==> config.mk <==
export PLATFORM = sky130hd
export DESIGN_NAME = pcm_slot_conditioner
export DESIGN_NICKNAME = d
export VERILOG_FILES = /design/src/rtl/pcm_cond_pkg.sv /design/src/rtl/pcm_cond_cfg_regs.sv /design/src/rtl/pcm_cond_busy_rom.sv /design/src/rtl/pcm_cond_transform.sv /design/src/rtl/pcm_slot_conditioner.sv
export SDC_FILE = /design/constraint.sdc
export NUM_CORES = 1
export LEC_CHECK = 0
export ABC_CLOCK_PERIOD_IN_PS = 2400
export BUFFER_PORTS_ARGS = -buffer_cell sky130_fd_sc_hd__buf_2
export CAP_MARGIN = 10
export CORE_MARGIN = 10
export CORE_UTILIZATION = 55
export CTS_CLUSTER_DIAMETER = 30
export DETAILED_ROUTE_END_ITERATION = 12
export PLACE_DENSITY = 0.75
export SLEW_MARGIN = 10
export SYNTH_ARGS = -nofsm -noshare
export SYNTH_HDL_FRONTEND = slang
export SYNTH_SLANG_ARGS = --single-unit
==> constraint.sdc <==
create_clock -name clk -period 2.4 [get_ports clk]
set_clock_uncertainty 0.15 [all_clocks]
set_input_delay 0.48 -clock clk [delete_from_list [all_inputs] [get_ports clk]]
set_output_delay 0.48 -clock clk [all_outputs]
set_load 0.01 [all_outputs]
==> src/rtl/pcm_cond_pkg.sv <==
package pcm_cond_pkg;
  localparam int PCM_W = 8;
  localparam int CODE_W = 4;

  typedef enum logic [CODE_W-1:0] {
    CC_PASS     = 4'd0,
    CC_INV_ALL  = 4'd1,
    CC_INV_EVEN = 4'd2,
    CC_INV_ODD  = 4'd3,
    CC_USER     = 4'd4,
    CC_BUSY     = 4'd5,
    CC_VACANT   = 4'd6,
    CC_BUSY_TS  = 4'd7,
    CC_MOOF     = 4'd8
  } cond_code_e;

  localparam logic [PCM_W-1:0] MASK_EVEN   = 8'h55;
  localparam logic [PCM_W-1:0] MASK_ODD    = 8'hAA;
  localparam logic [PCM_W-1:0] PAT_BUSY    = 8'h7F;
  localparam logic [PCM_W-1:0] PAT_VACANT  = 8'hFF;
  localparam logic [PCM_W-1:0] PAT_MOOF    = 8'h1A;
  localparam logic [PCM_W-1:0] PAT_TS0     = 8'hE0;
endpackage

==> src/rtl/pcm_cond_cfg_regs.sv <==
module pcm_cond_cfg_regs
  import pcm_cond_pkg::*;
#(
  parameter int NUM_SLOTS = 24,
  parameter int SLOT_W    = $clog2(NUM_SLOTS)
) (
  input  logic              clk,
  input  logic              rst,
  input  logic              wr_en,
  input  logic              wr_user,
  input  logic [SLOT_W-1:0] wr_slot,
  input  logic [PCM_W-1:0]  wr_data,
  input  logic [SLOT_W-1:0] rd_slot,
  output logic [CODE_W-1:0] rd_code,
  output logic [PCM_W-1:0]  rd_user
);
  localparam logic [SLOT_W:0] SLOT_LIMIT = NUM_SLOTS[SLOT_W:0];

  logic [CODE_W-1:0] ctl_q  [NUM_SLOTS];
  logic [PCM_W-1:0]  user_q [NUM_SLOTS];

  logic wr_ok, rd_ok;
  assign wr_ok = wr_en && ({1'b0, wr_slot} < SLOT_LIMIT);
  assign rd_ok = {1'b0, rd_slot} < SLOT_LIMIT;

  always_ff @(posedge clk) begin
    if (rst) begin
      for (int i = 0; i < NUM_SLOTS; i++) ctl_q[i] <= '0;
    end else if (wr_ok && !wr_user) begin
      ctl_q[wr_slot] <= wr_data[CODE_W-1:0];
    end
  end

  // user codes carry no reset so the array maps onto distributed RAM
  always_ff @(posedge clk) begin
    if (wr_ok && wr_user) user_q[wr_slot] <= wr_data;
  end

  always_comb begin
    rd_code = '0;
    rd_user = '0;
    if (rd_ok) begin
      rd_code = ctl_q[rd_slot];
      rd_user = user_q[rd_slot];
    end
  end
endmodule

==> src/rtl/pcm_cond_busy_rom.sv <==
module pcm_cond_busy_rom
  import pcm_cond_pkg::*;
#(
  parameter int NUM_SLOTS = 24,
  parameter int SLOT_W    = $clog2(NUM_SLOTS),
  parameter logic [NUM_SLOTS*PCM_W-1:0] BUSY_TABLE = {NUM_SLOTS{8'hE0}}
) (
  input  logic [SLOT_W-1:0] slot,
  output logic [PCM_W-1:0]  pattern
);
  localparam logic [SLOT_W:0] SLOT_LIMIT = NUM_SLOTS[SLOT_W:0];

  logic [PCM_W-1:0] rom [NUM_SLOTS];

  for (genvar g = 0; g < NUM_SLOTS; g++) begin : g_rom
    if (g == 0) begin : g_ts0
      assign rom[g] = PAT_TS0;
    end else begin : g_tab
      assign rom[g] = BUSY_TABLE[g*PCM_W +: PCM_W];
    end
  end

  assign pattern = ({1'b0, slot} < SLOT_LIMIT) ? rom[slot] : PAT_TS0;
endmodule

==> src/rtl/pcm_cond_transform.sv <==
module pcm_cond_transform
  import pcm_cond_pkg::*;
(
  input  logic [CODE_W-1:0] code,
  input  logic [PCM_W-1:0]  din,
  input  logic [PCM_W-1:0]  user_code,
  input  logic [PCM_W-1:0]  busy_pat,
  output logic [PCM_W-1:0]  dout
);
  cond_code_e sel;
  assign sel = cond_code_e'(code);

  always_comb begin
    case (sel)
      CC_INV_ALL:  dout = ~din;
      CC_INV_EVEN: dout = din ^ MASK_EVEN;
      CC_INV_ODD:  dout = din ^ MASK_ODD;
      CC_USER:     dout = user_code;
      CC_BUSY:     dout = PAT_BUSY;
      CC_VACANT:   dout = PAT_VACANT;
      CC_BUSY_TS:  dout = busy_pat;
      CC_MOOF:     dout = PAT_MOOF;
      default:     dout = din;
    endcase
  end
endmodule

==> src/rtl/pcm_slot_conditioner.sv <==
module pcm_slot_conditioner
  import pcm_cond_pkg::*;
#(
  parameter int NUM_SLOTS = 24,
  parameter int SLOT_W    = $clog2(NUM_SLOTS),
  parameter logic [NUM_SLOTS*PCM_W-1:0] BUSY_TABLE = {NUM_SLOTS{8'hE0}}
) (
  input  logic              clk,
  input  logic              rst,
  input  logic              in_valid,
  input  logic [SLOT_W-1:0] in_slot,
  input  logic [PCM_W-1:0]  in_data,
  input  logic              cfg_we,
  input  logic              cfg_sel,
  input  logic [SLOT_W-1:0] cfg_slot,
  input  logic [PCM_W-1:0]  cfg_data,
  output logic              out_valid,
  output logic [SLOT_W-1:0] out_slot,
  output logic [PCM_W-1:0]  out_data
);
  logic [CODE_W-1:0] rd_code;
  logic [PCM_W-1:0]  rd_user;
  logic [PCM_W-1:0]  busy_pat;
  logic [PCM_W-1:0]  cond_byte;

  pcm_cond_cfg_regs #(.NUM_SLOTS(NUM_SLOTS), .SLOT_W(SLOT_W)) u_regs (
    .clk(clk), .rst(rst),
    .wr_en(cfg_we), .wr_user(cfg_sel), .wr_slot(cfg_slot), .wr_data(cfg_data),
    .rd_slot(in_slot), .rd_code(rd_code), .rd_user(rd_user)
  );

  pcm_cond_busy_rom #(.NUM_SLOTS(NUM_SLOTS), .SLOT_W(SLOT_W),
                      .BUSY_TABLE(BUSY_TABLE)) u_busy (
    .slot(in_slot), .pattern(busy_pat)
  );

  pcm_cond_transform u_xform (
    .code(rd_code), .din(in_data), .user_code(rd_user),
    .busy_pat(busy_pat), .dout(cond_byte)
  );

  always_ff @(posedge clk) begin
    if (rst) begin
      out_valid <= 1'b0;
      out_slot  <= '0;
      out_data  <= '0;
    end else begin
      out_valid <= in_valid;
      if (in_valid) begin
        out_slot <= in_slot;
        out_data <= cond_byte;
      end
    end
  end
endmodule

==> reports/summary.md, run 1 <==
Once detail routing completed, the nets flagged for antenna violations numbered 0. 45 I/O pins were placed. The area share of fa/ha/maj cells after synthesis is 0, and the actual transition at the worst max-transition pin is 0.511 ns.

The worst path needs 2.46 ns of the cycle, external delays included. Category of the most critical setup path: reg -> reg. The fraction of the mapped netlist area in compound gates works out to 0.0542. Share of the clock period used by the worst path: 1.02. At the end of routability-driven placement, the weighted congestion stood at 0.853. The tightest min-delay check is of the in -> reg type. The sequential area share after synthesis is 0.676, and the total wire length is 31,800 µm. The worst setup slack after layout is -0.0560 ns, and the first-pass detailed-route iteration total is 5.

The top cell types in the final layout, fill and taps aside, are edfxtp_1 (288), buf_4 (114), and3_1 (65), mux4_2 (57), clkbuf_16 (57). The number of warnings issued by yosys was 0. The first global-routing pass estimated 48,300 µm of wire.

The run gives 847 as the post-synthesis net count. The TritonCTS sink count came out at 302. Yosys attributes the largest share of cell area to edfxtp_1 (65%), mux4_2 (9.6%), mux2i_1 (3.4%). The final global-route overflow total was 0; the number of DRC violations after detailed-routing iteration 0 was 922. The checks that failed: negative setup slack.

The worst setup path is launched from a flop. The final route contains 8,205 vias. TritonCTS created 54 clock buffers. In this run the standard cell core region covers 0.0235 mm².

Xor and xnor area share after synthesis: 0.000663. In this run, placement finished with an instance count of 1,238. The worst-path cell with the longest stage delay was mux4_2.

The area growth from synthesis to layout was 25.0%; the data required time of the critical path was 2.71 ns. The worst-case IR drop observed on VDD is 0.000561 V. The tools report the starting utilization of the core area as 0.561. Data arrives at the worst endpoint at 2.77 ns. The flow ran to the end, but the final reports show violations.

The logs give 0 for the post-cts hold buffer count and 816 for the number of instances in the synthesized netlist. Counting flops and latches in the post-synthesis netlist gives 302. The critical path goes through mux4_2 -> o211ai_1 -> and3_4 -> o21ai_2 -> o22a_1 -> o21a_1 -> a211oi_1.

At the later pin of the worst-skew pair, clock insertion delay measures 0.56 ns. The run gives 0.204 as the global-route usage over all layers. Setup repair after global routing could not meet its margin everywhere.

No sink is reached through more buffers than the 3 on the longest clock path. The dominant combinational cell family by area after synthesis was multiplexers. Leaving out filler cells and counting taps, the final layout contains 1,346. The width of the die was 175 µm. The run gives 0.659 as the worst slew margin relative to its limit. Row generation in the floorplan step produced 56 rows. The total DRC errors in the routed layout is 0, and the average wire per standard cell is 23.6 µm. The tightest hold path in the finished design has a slack of 0.0816 ns. Max-cap violations in this run came to 0.

The die covers 0.0306 mm². Depth of the CTS H-tree: 2. The run gives 8,355 as the via count of the first global-routing pass. Layout cell share with drive strength beyond 1: 0.350.

The run gives 49 as the pin count of the biggest net entering global routing. The max-slew violation total from the final report is 0, and the total power per unit cell area is 873 mW/mm². The analysis attributes to cell leakage a power of 6.19 nW. The number of filler cells placed in the layout was 1,473. Of all nets on the critical path, the largest fanout is 3.

The most common library cell in the layout ignoring fill and taps is edfxtp_1. Counting distinct cell types in the post-synthesis netlist gives 64. The final-report setup violation count came out at 3.

The multiplexer share of the synthesized area is 0.138. STA classifies the critical path endpoint as a flop. The count of buffers inserted at the top-level ports was 44; the basic-gate share of the synthesized area counting and, or, nand and nor cells was 0.103. The net count of the finished layout is 1,014.

The cell area after technology mapping is 0.0132 mm². The root buffer cell chosen for the clock tree is clkbuf_16. The fraction of post-synthesis cell area in the top cell type by area came out at 0.655.

The largest total area in the synthesized netlist belongs to edfxtp_1. The die span in y was 175 µm; the mean number of vias per cell was 6.10. The total half-perimeter wirelength after legalization and detailed placement was 20,000 µm; the maximum achievable frequency was 0.407 GHz.

The critical path's largest stage delay is 0.46 ns. The final hold violation count is 0. The average footprint of a synthesized cell came out at 16.2 µm².

TritonCTS built the clock tree. The number of antenna violations at the first check in global routing is 2. Clock-pin slew was measured on the worst setup and hold paths at 0.05 ns.
-- power by group --
part / internal [mW] / total (mW) / switching [mW]
combinational: 0.511 / 1.14 / 0.628
clock: 4.81 / 7.31 / 2.49
sequential: 5.90 / 5.95 / 0.0454
-- per-stage QoR --
step / TNS (ns) / area, µm² / utilization / power [mW] / setup WS (ns)
final: -0.0648 / 16500 / 0.701 / 14.4 / -0.0560
after global routing: -0.492 / 16500 / 0.701 / 14.8 / -0.0970
after CTS: 0 / 16400 / 0.695 / 14.4 / 0.00206
after detailed placement: -3.70 / 14600 / 0.618 / 7.10 / -0.518
after global placement: -3.28 / 14600 / 0.618 / 7.07 / -0.506
after floorplan: -0.513 / 13200 / - / 6.64 / -0.101
-- cell type report --
class	count	area [µm²]	area share
sequential	302	8930	0.541
inverter	3	11.3	0.000683
timing repair buffer	173	1360	0.0827
multi-input combinational	449	4010	0.243
tap	319	399	0.0242
clock buffer	74	1500	0.0909
antenna	1	2.50	0.000152
clock inverter	25	279	0.0169
-- cells in the mapped netlist, drive strengths merged --
library cell,count
o221ai,3
o32ai,1
inv,3
a211oi,5
nor2b,11
o211ai,9
a21oi,11
o22a,1
a21boi,2
nor3b,4
nor4,2
mux2i,45
o22ai,3
o21ba,1
or2b,1
nor2,55
a221o,1
o311ai,1
nand3,16
and3,66
or3b,2
o21ai,8
mux4,58
a21o,16
and2,35
xnor2,1
nand4,2
nand3b,4
dfxtp,14
a311oi,5
nand2b,7
buf,25
nand2,25
a32oi,1
o21a,2
a22oi,14
or2,10
clkbuf,37
edfxtp,288
mux2,5
o31ai,2
nor3,7
or3,1
a31oi,4
o211a,2
-- state kept, by name, indices dropped and copies added, names as in the netlist --
register	cells
out_data	8
u_regs.ctl_q	96
u_regs.user_q	192
out_slot	5
out_valid	1
-- worst max-delay path, delay by kind of cell, from the launching register on --
family	cells	cell delay [ns]
flops	1	0.40
compound gates	5	1.06
simple gates	1	0.30
mux	1	0.46
-- metal layers --
metal / up-vias / global-route usage / share of wire
met4: 2 / 0.0699 / 0.022
met2: 445 / 0.338 / 0.50
li1: 3575 / - / -
met1: 4118 / 0.265 / 0.40
met3: 65 / 0.0403 / 0.085
met5: - / 0 / 0.00022
-- timing repair --
action	in CTS	in global routing
hold endpoints to repair	0	0
setup buffers	0	8
pin swaps	4	14
endpoints found under the setup margin	8	8
gates resized for setup	6	24
-- final timing paths --
kind | start | end | slack [ns] | cells past startpoint
min reg2reg | out_data[5] | out_data[5] | 0.33 | 2
max reg2reg | u_regs.ctl_q[1][3] | out_data[3] | -0.06 | 7
max | u_regs.ctl_q[1][3] | out_data[3] | -0.06 | 7
min | in_data[0] | out_data[0] | 0.08 | 3
-- kinds of logic (layout without fill, tap and decap cells) --
family / Yosys count / after routing
flip-flops: 302 / 302
AND/OR/NAND/NOR: 248 / 248
multiplexers: 108 / 108
AO/OA/AOI/OAI: 92 / 92
buffers and inverters: 65 / 275
XOR/XNOR: 1 / 1
other: 0 / 1
Power figures use the tool's default switching activity.
==> run 2, diff against run 1 <==
- PLACE_DENSITY: 0.75 -> 0.86
- SLEW_MARGIN: 10 -> 20
==> run 2 against run 1 <==
Compared with the run above:
- the flow still finishes with violations (negative setup slack)
- sequential power about the same
- sequential share of layout area decreased by 0.18 points
- worst hold slack got worse by 0.025 ns
- critical path type unchanged
- largest cell class unchanged
==> reports/summary.md, run 2 (synthesized netlist as in run 1, its figures left out) <==
The run finished, with violations left. The final reports fail on negative setup slack. The run gives 1,015 (+0.099%) as the post-layout net count. The starting utilization of the core area came out at 0.561 (unchanged).

TritonCTS built the clock tree. The run gives 1,249 (+35%) as the number of DRC violations after detailed-routing iteration 0. The logs give 12,700 µm (+0.48%) for the length of routed wiring on met1 and 3760 µm (+40%) for the detailed route wirelength on metal3. The average wire per standard cell was 26.1 µm (+10%). The first-pass detailed-route iteration total was 5 (unchanged). The number of primary I/O pins is 45 (unchanged), and the post-cts hold buffer count is 0 (unchanged). The utilization of the core after routing is 0.703 (+0.00228). The tools report the element type at the critical path end as a flop.

Share of the clock period used by the worst path: 1.04 (+0.0165). The count of nets left with antenna violations after detail routing was 0 (unchanged); the total power per unit cell area was 900 mW/mm² (+3.1%). The worst slew margin relative to its limit is 0.560 (-0.0992). The mean number of vias per cell works out to 6.39 (+4.8%). The number of antenna repair diodes is 0 (-1). Tracing the worst setup path back leads to its startpoint at u_regs.ctl_q[19][2]. For the area of the placeable core, the log shows 0.0235 mm² (unchanged). Highest layer used for signal routing: met5.

Max-slew violation total from the final report: 0 (unchanged). The run gives 0.848 (-0.64%) as the final weighted congestion of routability-driven global placement. The number of flip-flops in the largest register was 192 (unchanged); the actual transition at the worst max-transition pin was 0.661 ns (+0.150 ns).

The worst min-delay path class is in -> reg. In the final layout, the registers with the most flip-flops are u_regs.user_q (192), u_regs.ctl_q (96), out_data (8). Width of the die: 175 µm (unchanged).

The die span in y came out at 175 µm (unchanged). The logs give 2 (unchanged) for the depth of the CTS H-tree and 1,389 (-5.7%) for the number of filler cells placed in the layout. Leaving out fill and tap cells, the most frequent cell in the layout is edfxtp_1. The critical path in this run is classified as reg -> reg. The logs give 21,300 µm (+6.7%) for the total half-perimeter wirelength after legalization and detailed placement and 53,400 µm (+10%) for the global-route wire length before repair. For the maximum vdd drop, the log shows 0.000659 V (+18%).

The data required time of the critical path is 2.73 ns (+0.02 ns). CTS placed an instance of clkbuf_16 at the clock tree root. Total wire length: 35,100 µm (+10%).

The total DRC errors in the routed layout was 0 (unchanged). The TritonCTS sink count is 302 (unchanged). The TritonCTS buffer count is 53 (-1.9%), and the time the final worst path needs with I/O delays and setup is 2.50 ns (+0.0395 ns). The logs give 0 (unchanged) for the final hold violation count and -0.588 ns (-0.0702 ns) for the placement-stage worst setup slack. The accumulated negative setup slack came out at -0.366 ns (-0.301 ns). Setup repair after global routing could not meet its margin everywhere.

The clock latency of the later-clocked register in the worst-skew pair came out at 0.57 ns (about the same). The logs give 3 (unchanged) for the buffer depth of the longest clock path and 0.401 GHz (-1.6%) for the maximum achievable frequency. The clock transition time at the flip-flop clock pins of the worst setup and hold paths was 0.05 ns (about the same); the worst setup slack after layout was -0.0955 ns (-0.0395 ns). The count of buffers inserted at the top-level ports is 44 (unchanged), and the overall via count from detail_route is 8,596 (+4.8%). The final-report setup violation count was 8 (+5). The row count came out at 56 (unchanged). In the layout the commonest cells are edfxtp_1 (288), buf_4 (120), and3_1 (65), mux4_2 (58), nor2_1 (54). The logs give 2.83 ns (+0.06 ns) for the worst endpoint data arrival time and 0.224 (+0.0202) for the global-route usage over all layers.

The startpoint of the worst-slack reg-to-reg timing path was u_regs.ctl_q[19][2]. The run gives 17,300 µm (+10%) as the routed length on met2. Number of antenna violations at the first check in global routing: 2 (unchanged). The sequential standard cell area was 0.00893 mm² (unchanged); the area occupied by multi-input gates was 0.00399 mm² (-0.56%). The register with the most flip-flops in the final layout is u_regs.user_q. The run gives 8,760 (+4.8%) as the via count of the first global-routing pass.

Biggest fanout along the worst timing path: 7 (+4). The layout cell share with drive strength beyond 1 was 0.354 (+0.00453); the reported max-cap violation count was 0 (unchanged). The final global-route overflow total was 0 (unchanged). The leakage power total is 6.21 nW (+0.32%).

The tools report the pin count of the biggest net entering global routing as 49 (unchanged). STA classifies the critical path startpoint as a flop. Relative to the synthesized area, the layout overhead comes to 25.4%. The startpoint identified for the worst hold timing path is in_data[0]. The tools report the overall die area as 0.0306 mm² (unchanged).
==> run 2: timing repair <==
| item | 4_1_cts | 5_1_grt |
|---|---|---|
| gates resized for setup | 8 | 11 |
| setup endpoints to repair | 8 | 8 |
| buffers inserted | 0 | 9 |
| pin swaps | 6 | 8 |
==> run 2: worst paths after layout <==
check                           slack [ns]     endpoint  cells after the start
worst max-delay path                  -0.1  out_data[6]                      9
worst min-delay path                  0.06  out_data[0]                      3
worst max register to register        -0.1  out_data[6]                      9
worst min register to register        0.33  out_data[4]                      2
==> run 2: final cells by class <==
| class | instances | share of cell area |
|---|---|---|
| inverters | 3 | 0.000680 |
| flip-flops and latches | 302 | 0.539 |
| clock inverters | 43 | 0.0332 |
| repair buffers | 175 | 0.0809 |
| well taps | 319 | 0.0241 |
| clock buffers | 55 | 0.0806 |
| multi-input cells | 449 | 0.241 |
==> run 2: stage by stage <==
step	power, mW	hold slack (ns)	cells	cell area (µm²)
finish	14.9	0.0571	1346	16600
global route	15.3	0.0723	1346	16600
CTS	14.9	0.0514	1337	16400
detailed placement	7.09	0.327	1239	14500
global placement	7.05	0.318	1239	14500
floorplan	6.64	0.348	816	13200
==> run 2: where the power goes <==
| group | leakage [nW] | total, mW | switching, mW | internal (mW) |
|---|---|---|---|---|
| Combinational | 2.55 | 1.13 | 0.635 | 0.498 |
| Clock | 0.906 | 7.81 | 2.66 | 5.14 |
| Sequential | 2.75 | 5.95 | 0.0509 | 5.90 |
==> run 2: layer usage <==
| layer | GRT usage | vias to the layer above |
|---|---|---|
| li1 | - | 3573 |
| met1 | 0.281 | 4290 |
| met2 | 0.367 | 629 |
| met3 | 0.0584 | 102 |
| met4 | 0.0872 | 2 |
| met5 | 0 | - |
==> run 2: worst max-delay path, stage by stage, from the launching register on <==
cell and delay, ns:
edfxtp_1 0.40, mux4_2 0.50, o21ai_2 0.18, or2b_4 0.15
nand3_4 0.10, buf_6 0.15, nor2_4 0.19, a31oi_1 0.12
a221o_1 0.28, a311oi_2 0.18
